`src/rtl/bitdemod_pkg.sv`:
```
// Shared encodings for the serial line bit demodulator.
package bitdemod_pkg;

    // Line coding selected by the mode input
    typedef enum logic [1:0] {
        MODE_MAN = 2'd0,
        MODE_BIP = 2'd1,
        MODE_PWM = 2'd2,
        MODE_RSV = 2'd3
    } mode_e;

    // Interval timer states
    typedef enum logic [1:0] {
        ST_IDLE = 2'd0,
        ST_SYNC = 2'd1,
        ST_RUN  = 2'd2
    } tstate_e;

endpackage

```
`src/rtl/bd_edge_unit.sv`:
```
// Synchronises the asynchronous line into the clock domain and flags
// qualified edges.
// Assumes: line_i may change at any time; edge_en_i is quasi-static.
module bd_edge_unit #(
    parameter int SYNC_STAGES = 2
) (
    input  logic       clk,
    input  logic       rst_n,
    input  logic       line_i,
    input  logic [1:0] edge_en_i,
    output logic       level_o,
    output logic       edge_o
);

    logic [SYNC_STAGES:0] pipe;
    logic                 rise;
    logic                 fall;

    // Synchroniser chain plus one history stage for edge detection
    always_ff @(posedge clk) begin
        if (!rst_n) begin
            pipe <= '0;
        end else begin
            pipe <= {pipe[SYNC_STAGES-1:0], line_i};
        end
    end

    // Decode edge polarity and apply the enables
    always_comb begin
        level_o = pipe[SYNC_STAGES-1];
        rise    = pipe[SYNC_STAGES-1] & ~pipe[SYNC_STAGES];
        fall    = ~pipe[SYNC_STAGES-1] & pipe[SYNC_STAGES];
        edge_o  = (rise & edge_en_i[0]) | (fall & edge_en_i[1]);
    end

    // with falling edges disabled, a qualified edge leaves the line high
    p_edge_pol_r7: assert property (@(posedge clk) disable iff (!rst_n)
        (edge_o && !edge_en_i[1]) |-> level_o);

endmodule

```
`src/rtl/bd_interval_timer.sv`:
```
// Counts ticks between qualified edges. It locks onto the bit stream after
// a full-period interval, then issues one compare hit per frame and times
// out when the edges stop.
// Assumes: cmp_i >= 2 and cmp_i stays stable while arm_i is high.
module bd_interval_timer
    import bitdemod_pkg::*;
#(
    parameter int CNT_W = 8
) (
    input  logic             clk,
    input  logic             rst_n,
    input  logic             tick_i,
    input  logic             arm_i,
    input  logic [CNT_W-1:0] cmp_i,
    input  logic             edge_i,
    output logic             hit_o,
    output logic             frame_o,
    output logic             window_o,
    output logic             run_o
);

    localparam int LW = CNT_W + 1;

    tstate_e       state;
    logic [LW-1:0] cnt;
    logic [LW-1:0] cnt_inc;
    logic [LW-1:0] cmp_x;
    logic [LW-1:0] lim;
    logic          matched;
    logic          seen;
    logic          in_run;
    logic          restart;
    logic          expire;
    logic          lock;

    // Next-count, thresholds and event decode
    always_comb begin
        cnt_inc  = cnt + LW'(1);
        cmp_x    = {1'b0, cmp_i};
        lim      = {cmp_i, 1'b0};
        in_run   = (state == ST_RUN);
        restart  = in_run && edge_i && matched;
        hit_o    = in_run && !restart && tick_i && !matched && (cnt_inc == cmp_x);
        expire   = in_run && !restart && !hit_o && tick_i && (cnt_inc >= lim);
        lock     = (state == ST_SYNC) && edge_i && seen && (cnt >= cmp_x) && (cnt < lim);
        frame_o  = restart | lock;
        window_o = in_run && !matched;
        run_o    = in_run;
    end

    // Lock, run and timeout sequencing with the tick-driven counter
    always_ff @(posedge clk) begin
        if (!rst_n || !arm_i) begin
            state   <= ST_IDLE;
            cnt     <= '0;
            matched <= 1'b0;
            seen    <= 1'b0;
        end else begin
            case (state)
                ST_IDLE: begin
                    state <= ST_SYNC;
                    cnt   <= '0;
                    seen  <= 1'b0;
                end
                ST_SYNC: begin
                    if (edge_i) begin
                        cnt  <= '0;
                        seen <= 1'b1;
                        if (lock) begin
                            state   <= ST_RUN;
                            matched <= 1'b0;
                        end
                    end else if (tick_i && (cnt < lim)) begin
                        cnt <= cnt_inc;
                    end
                end
                ST_RUN: begin
                    if (restart) begin
                        cnt     <= '0;
                        matched <= 1'b0;
                    end else if (hit_o) begin
                        matched <= 1'b1;
                        cnt     <= cnt_inc;
                    end else if (expire) begin
                        state   <= ST_SYNC;
                        cnt     <= '0;
                        matched <= 1'b0;
                        seen    <= 1'b0;
                    end else if (tick_i) begin
                        cnt <= cnt_inc;
                    end
                end
                default: state <= ST_IDLE;
            endcase
        end
    end

    // the run state is only ever entered from the lock search
    p_lock_from_sync_r2: assert property (@(posedge clk) disable iff (!rst_n)
        (state == ST_RUN && $past(state) != ST_RUN) |-> $past(state) == ST_SYNC);

    // while decoding, the counter never passes the timeout limit
    p_run_cnt_bound_r10: assert property (@(posedge clk) disable iff (!rst_n)
        (state == ST_RUN && cmp_i >= 2) |-> (cnt < lim));

endmodule

```
`src/rtl/bd_bit_assembler.sv`:
```
// Forms each bit decision (line level, or the biphase toggle flop), shifts
// it in most-significant-first and raises the strobes.
// Assumes: hit_i is a single-cycle pulse at most once per frame.
module bd_bit_assembler
    import bitdemod_pkg::*;
#(
    parameter int DW = 8
) (
    input  logic          clk,
    input  logic          rst_n,
    input  logic [1:0]    mode_i,
    input  logic          level_i,
    input  logic          edge_i,
    input  logic          window_i,
    input  logic          frame_i,
    input  logic          hit_i,
    input  logic          run_i,
    output logic [DW-1:0] data_o,
    output logic          byte_rdy_o,
    output logic          shift_stb_o,
    output logic          match_o
);

    localparam int              BCW  = $clog2(DW);
    localparam logic [BCW-1:0]  LAST = BCW'(DW - 1);

    logic           tff;
    logic           flip;
    logic           bit_val;
    logic [BCW-1:0] bitcnt;
    logic [DW-1:0]  sr;

    // Pick the decision source for the current mode
    always_comb begin
        flip    = (mode_i == MODE_BIP) && edge_i && window_i;
        bit_val = (mode_i == MODE_BIP) ? (tff ^ flip) : level_i;
        data_o  = sr;
    end

    // Biphase toggle flop: cleared at frame start, flipped by in-window edges
    always_ff @(posedge clk) begin
        if (!rst_n || frame_i) begin
            tff <= 1'b0;
        end else if (flip) begin
            tff <= ~tff;
        end
    end

    // Shift register and bit counter; the partial count drops when not locked
    always_ff @(posedge clk) begin
        if (!rst_n) begin
            sr     <= '0;
            bitcnt <= '0;
        end else if (hit_i) begin
            sr     <= {sr[DW-2:0], bit_val};
            bitcnt <= (bitcnt == LAST) ? '0 : bitcnt + 1'b1;
        end else if (!run_i) begin
            bitcnt <= '0;
        end
    end

    // Registered strobes aligned with the shift register update
    always_ff @(posedge clk) begin
        if (!rst_n) begin
            shift_stb_o <= 1'b0;
            match_o     <= 1'b0;
            byte_rdy_o  <= 1'b0;
        end else begin
            shift_stb_o <= hit_i;
            match_o     <= hit_i;
            byte_rdy_o  <= hit_i && (bitcnt == LAST);
        end
    end

    // byte-ready is a single-cycle pulse
    p_byte_pulse_r8: assert property (@(posedge clk) disable iff (!rst_n)
        byte_rdy_o |=> !byte_rdy_o);

    // byte-ready only accompanies a shift
    p_byte_on_shift_r8: assert property (@(posedge clk) disable iff (!rst_n)
        byte_rdy_o |-> shift_stb_o);

    // shifts only follow a cycle in which the timer was locked
    p_shift_in_run_r9: assert property (@(posedge clk) disable iff (!rst_n)
        shift_stb_o |-> $past(run_i));

endmodule

```
`src/rtl/coded_line_demod.sv`:
```
// Top level: edge unit -> interval timer -> bit assembler.
// Assumes: the caller sets cmp_val to about three quarters of a bit period,
// in ticks, and programs edge_en to suit the selected coding.
module coded_line_demod #(
    parameter int CNT_W       = 8,
    parameter int DW          = 8,
    parameter int SYNC_STAGES = 2
) (
    input  logic             clk,
    input  logic             rst_n,
    input  logic             line_in,
    input  logic             tick,
    input  logic             arm,
    input  logic [1:0]       mode,
    input  logic [1:0]       edge_en,
    input  logic [CNT_W-1:0] cmp_val,
    output logic [DW-1:0]    data_o,
    output logic             byte_rdy,
    output logic             shift_stb,
    output logic             match_pulse
);

    logic level_s;
    logic edge_s;
    logic hit_s;
    logic frame_s;
    logic window_s;
    logic run_s;

    bd_edge_unit #(.SYNC_STAGES(SYNC_STAGES)) u_edge (
        .clk       (clk),
        .rst_n     (rst_n),
        .line_i    (line_in),
        .edge_en_i (edge_en),
        .level_o   (level_s),
        .edge_o    (edge_s)
    );

    bd_interval_timer #(.CNT_W(CNT_W)) u_timer (
        .clk      (clk),
        .rst_n    (rst_n),
        .tick_i   (tick),
        .arm_i    (arm),
        .cmp_i    (cmp_val),
        .edge_i   (edge_s),
        .hit_o    (hit_s),
        .frame_o  (frame_s),
        .window_o (window_s),
        .run_o    (run_s)
    );

    bd_bit_assembler #(.DW(DW)) u_asm (
        .clk         (clk),
        .rst_n       (rst_n),
        .mode_i      (mode),
        .level_i     (level_s),
        .edge_i      (edge_s),
        .window_i    (window_s),
        .frame_i     (frame_s),
        .hit_i       (hit_s),
        .run_i       (run_s),
        .data_o      (data_o),
        .byte_rdy_o  (byte_rdy),
        .shift_stb_o (shift_stb),
        .match_o     (match_pulse)
    );

endmodule

```
`config.mk`:
```
export PLATFORM = sky130hd
export DESIGN_NAME = coded_line_demod
export DESIGN_NICKNAME = d
export VERILOG_FILES = /design/src/rtl/bitdemod_pkg.sv /design/src/rtl/bd_edge_unit.sv /design/src/rtl/bd_interval_timer.sv /design/src/rtl/bd_bit_assembler.sv /design/src/rtl/coded_line_demod.sv
export SDC_FILE = /design/constraint.sdc
export NUM_CORES = 1
export LEC_CHECK = 0
export ABC_CLOCK_PERIOD_IN_PS = 4000
export CAP_MARGIN = 20
export CELL_PAD_IN_SITES_DETAIL_PLACEMENT = 0
export CELL_PAD_IN_SITES_GLOBAL_PLACEMENT = 1
export CORE_ASPECT_RATIO = 0.8
export CORE_UTILIZATION = 43
export CTS_CLUSTER_SIZE = 8
export DETAILED_ROUTE_END_ITERATION = 6
export GPL_TIMING_DRIVEN = 0
export PLACE_DENSITY = 0.9
export SLEW_MARGIN = 0
export SYNTH_ARGS = -nofsm -noshare
export SYNTH_HDL_FRONTEND = slang
export SYNTH_SLANG_ARGS = --single-unit
```
`constraint.sdc`:
```
create_clock -name clk -period 4 [get_ports clk]
set_input_delay 0.4 -clock clk [delete_from_list [all_inputs] [get_ports clk]]
set_output_delay 0.4 -clock clk [all_outputs]
set_load 0.02 [all_outputs]
```
**Yosys cells after proc, flatten, opt, wreduce, memory -nomap -nowiden**

Cells that the tools add are included.

- Register bits: 30
- Output and inout bits: 11
- Word-level logic and storage cells: 98

- Add/sub/neg operators: 2
- Magnitude comparators: 3
- Equal/unequal tests: 14
- Mux-type cells: 27
- Bitwise logic cells: 10
- Reduce and logical (&&, ||, !) cells: 32

Operator list:

| kind | count |
|---|---|
| $mux W9 | 6 |
| $pmux W9 S3 | 1 |
| $logic_and A1 B1 Y1 | 18 |
| $mux W2 | 5 |
| $reduce_and A5 Y1 | 2 |
| $add A9 B1 Y9 const B | 1 |
| $eq A9 B8 Y1 | 1 |
| $ge A9 B8 Y1 | 1 |
| $ge A9 B9 Y1 | 1 |
| $lt A9 B9 Y1 | 1 |
| $mux W1 | 9 |
| $mux W3 | 3 |
| $ne A2 B1 Y1 const B | 3 |
| $ne A2 B2 Y1 const B | 3 |
| $pmux W2 S3 | 1 |
| $logic_not A1 Y1 | 5 |
| $ne A5 B4 Y1 const B | 1 |
| $and A1 B1 Y1 | 4 |
| $eq A2 B1 Y1 const B | 2 |
| $ne A4 B3 Y1 const B | 1 |
| $reduce_and A4 Y1 | 1 |
| $add A3 B1 Y3 const B | 1 |
| $eq A3 B3 Y1 const B | 1 |
| $ne A3 B2 Y1 const B | 1 |
| 11 further kinds | 15 |

**Logic depth before layout (Yosys ltp)**

- Depth in word-level cells: 19
- Depth in mapped cells: 13
- Mapped depth without buffers: 12

**Cells and area by module**

From an unflattened synthesis, not the netlist that was laid out.

- Cell total of the unflattened synthesis: 287
- Area total of the unflattened synthesis: 2,484.9 um^2

Modules (own cells, without submodules):

| module | times used | cells each | area each (um^2) | seq. area each (um^2) |
|---|---|---|---|---|
| bd_interval_timer | 1 | 220 | 1,774.2 | 260.2 |
| bd_bit_assembler | 1 | 58 | 610.6 | 280.3 |
| bd_edge_unit | 1 | 9 | 100.1 | 60.1 |

**Worst setup path after synthesis**

No wires, ideal clock.

- Kind: flip-flop to flip-flop
- Start point: register u_timer.cnt[1]
- End point: register u_timer.cnt[7]
- Data arrival time: 3.111 ns
- Data required time: 3.941 ns
- Slack: 0.830 ns
- Stages on the path, launching flop included: 14
- Clock period less this slack: 3.170 ns
- Cell sequence: dfxtp_1 -> ha_1 -> buf_2 -> inv_1 -> o31a_1 -> or2_2 -> ha_1 -> a2111oi_0 -> a221oi_1 -> o21a_1 -> or2_2 -> a31oi_1 -> a21o_1 -> a22o_1

- Longest elaborated chain between the ends: 11
- Elaborated cells on any way between the ends: 20

Ends and longest elaborated chain:

| element | RTL line | text |
|---|---|---|
| start, declared | bd_interval_timer.sv:25 | `logic [LW-1:0] cnt;` |
| start signal, assigned | bd_interval_timer.sv:74 | `cnt <= cnt_inc;` |
| start signal, assigned | bd_interval_timer.sv:83 | `cnt <= cnt_inc;` |
| start signal, assigned | bd_interval_timer.sv:90 | `cnt <= cnt_inc;` |
| branches (longest 11 deep; another with $add A9 B1 Y9) | n/a |  |

Several ways; the timed one is not identified. The select of a mux whose other input is x is not followed.
A chain may end at the register's enable or synchronous reset.

**Worst setup path in the final report**

- Start point: register u_timer.cnt[1]
- End point: register u_timer.cnt[4]

The elaborated chain is that of the path after synthesis.

==> Flow_metrics.wiki <==
{| class="wikitable"
! Metric !! Value
|-
| Run status || completed
|-
| Shortest period the worst path allows || 3690 ps
|-
| Crit path arrival time || 3930 ps
|-
| Final Skew || 5.52 ps
|-
| Headroom to the max-slew limit || 45.0%
|-
| Pin count of the biggest net entering global routing || 11
|-
| Insertion delay of the later-clocked pin in the worst-skew pair || 290 ps
|-
| Clk slew on worst S/H paths || 70 ps
|-
| Cell taking the most area after synthesis || dfxtp_1
|-
| Final-report setup violation count || 0
|-
| Number of sinks on the clock net || 30
|-
| Final Util || 54.9%
|-
| Layout cell share with drive strength beyond 1 || 8.54%
|-
| HPWL reported at the end of detailed placement || 4540 µm
|-
| GRT Max-Usage Layer || met1
|-
| Endpoint class of the critical path || register
|-
| I/O Pins || 28
|-
| Synthesized-area fraction occupied by ao, oa, aoi and oai cells || 22.2%
|-
| Post-Synth Adder-Cell Area || 15.7%
|-
| Area growth from synthesis to layout || 18.6%
|-
| Highest achievable clock rate || 271 MHz
|-
| Clock tree from TritonCTS || done
|-
| Category of the most critical setup path || reg -> reg
|-
| Die footprint || 5880 µm²
|-
| Number of buffers created by CTS || 5
|-
| Yosys warning count || 0
|-
| Drt wl/cell || 15.4 µm
|-
| Mux share of post-synthesis cell area || 1.31%
|-
| Total wirelength of the detailed-routed design || 5820 µm
|-
| Via Count || 2119
|-
| Worst Hold Class || reg -> reg
|-
| Final-layout worst hold slack || 443 ps
|-
| Maximum resistive drop on vdd || 131 µV
|-
| Wire length of the first global-routing pass || 9340 µm
|-
| Area share of the largest cell type after synthesis || 25.1%
|-
| Period utilization || 92.3%
|-
| Final instance area || 2840 µm²
|-
| Final Total Pwr || 0.643 mW
|-
| Fraction of registers with async set or reset after synthesis || 0%
|-
| Share of the synthesized netlist area taken by xor and xnor gates || 7.10%
|-
| Die Height || 68.8 µm
|-
| Vias in the first global route || 1842
|-
| Ratio of total power to cell area || 226 nW/µm²
|-
| Synthesis-stage register bit count || 30
|-
| Most frequent standard cell in the layout excluding fill and tap cells || nand2_1
|-
| Cells after synthesis || 281
|-
| Post-synth cell types || 61
|-
| Die width || 85.5 µm
|-
| Nets in the synthesized netlist || 328
|-
| Area after detailed placement || 2740 µm²
|-
| Number of filler cells placed in the layout || 490
|-
| Antenna-violating nets left || 0
|-
| Post-synthesis area per instance || 8.53 µm²
|-
| Antenna Cells || 0
|-
| Startpoint Class || register
|-
| Share of synthesized cell area in and, or, nand and nor gates || 22.9%
|-
| Number of max-slew violations in the final report || 0
|-
| Core area || 5180 µm²
|-
| DRC violation count after routing || 0
|-
| Number of antenna violations at the first check in global routing || 0
|-
| Sequential area share after synthesis || 25.1%
|-
| Tightest Pin Transition || 822 ps
|-
| Total Routing Usage GR || 21.4%
|-
| Leak Pwr || 1.32 nW
|-
| Commonest non-fill, non-tap cells in the layout || nand2_1 (32), ha_1 (30), dfxtp_1 (30)
|-
| Final estimated routing congestion in global placement || 0.870
|-
| Pre-antenna DRT Iters || 4
|-
| Critical Path Fanout Max || 7
|-
| Via density per instance || 5.61
|-
| Number of synthesized flops with an enable pin || 0
|-
| Library cell used as clock root buffer || clkbuf_8
|-
| Overflow after GRT || 0
|-
| Input/output buffers || 27
|-
| Combined area of the multi-input logic cells || 1670 µm²
|-
| Area contributors post-synth || dfxtp_1 (25%), ha_1 (16%), nand2_1 (5.0%), a21boi_0 (4.1%), inv_1 (3.3%)
|-
| Net count of the finished layout || 362
|-
| Area of the mapped netlist || 2400 µm²
|-
| Accumulated negative setup slack || 0 ps
|-
| Met2 usage in global routing || 30.9%
|-
| Effective utilization at floorplan || 46.3%
|-
| Global-route met1 utilization || 30.9%
|-
| Worst-case clock buffer depth || 2
|-
| Drt initial violations || 103
|-
| Final Hold Vio Count || 0
|-
| Met3 routing resource usage after global routing || 5.24%
|-
| Placement Rows || 23
|-
| H-Tree Depth || 2
|-
| Predominant post-synthesis flop cell || dfxtp_1
|-
| Setup repair after global routing missed its margin || false
|-
| Sequential standard cell area || 601 µm²
|-
| Number of maximum-capacitance constraint violations || 0
|-
| Required @ worst endpoint || 4240 ps
|-
| Combinational family with the most area after synthesis || simple AND/OR/NAND/NOR gates
|}
## power breakdown
part	total (mW)	switching (mW)	leakage [nW]	internal, mW
registers	0.303	0.00210	0.242	0.301
logic	0.0800	0.0399	1.03	0.0401
clock network	0.260	0.121	0.0482	0.139
total	0.643	0.163	1.32	0.480
## logic make-up after synthesis
kind of cell | after synthesis
fa+ha+maj | 30
flops | 30
simple gates | 102
xor+xnor | 13
mux | 3
compound gates | 71
buf+inv | 32
## synthesized netlist by cell type, types with 7 or more instances
library cell   n
nand2b_1       7
a22o_1         7
o21ai_0        8
nand3_1       11
a21o_1         9
nor2_1        16
a21boi_0      13
nand2_1       32
inv_1         21
a21oi_1        7
ha_1          30
dfxtp_1       30
## routing by layer
metal,up-vias,routed length [µm]
li1,1086,-
met1,982,3160
met3,6,250
met4,0,63
met2,45,2350
met5,-,0
## area by class of cell
class	instances	area share, %
multi-input cells	219	58.6
flip-flops and latches	30	21.1
repair buffers	27	9.51
clock buffers	7	3.04
inverters	21	2.77
well taps	62	2.73
plain buffers	11	2.02
clock inverters	1	0.176
## worst paths after layout
check | start | to | slack, ps | cells past startpoint
setup reg to reg | u_timer.cnt[1]$_SDFFE_PP0P_ | u_timer.cnt[4]$_SDFFE_PP0P_ | 310 | 13
hold / removal | u_edge.pipe[0]$_SDFF_PN0_ | u_edge.pipe[1]$_SDFF_PN0_ | 440 | 1
setup / recovery | u_timer.cnt[1]$_SDFFE_PP0P_ | u_timer.cnt[4]$_SDFFE_PP0P_ | 310 | 13
hold reg to reg | u_edge.pipe[0]$_SDFF_PN0_ | u_edge.pipe[1]$_SDFF_PN0_ | 440 | 1
## worst max-delay path, stage by stage (launching register included)
cell	delay, ps
dfxtp_1	500
ha_1	200
buf_2	190
inv_1	130
o31a_1	330
or2_2	330
ha_1	200
a2111oi_1	390
a221oi_1	160
o21a_1	170
or2_2	310
a31oi_2	400
a21o_1	180
a22o_1	130
## state kept, by name, indices dropped and copies added, names as in the netlist
register	cells
u_timer.seen	1
u_timer.state	2
u_asm.bitcnt	3
u_asm.byte_rdy_o	1
u_asm.shift_stb_o	1
u_timer.cnt	9
u_asm.tff	1
u_edge.pipe	3
u_timer.matched	1
u_asm.data_o	8
## what timing repair did
item / in CTS / in global routing
buffers inserted: 0 / 0
resized for setup: 0 / 2
hold buffers: 0 / 0
endpoints found under the setup margin: 0 / 7
## stage by stage
step,setup WS [ps],std cells
2_1_floorplan,830,281
3_3_place_gp,157,370
3_5_place_dp,98.3,370
4_1_cts,57.2,378
5_1_grt,49.3,378
6_report,309,378
No activity file was read; power rests on OpenSTA's default activity.
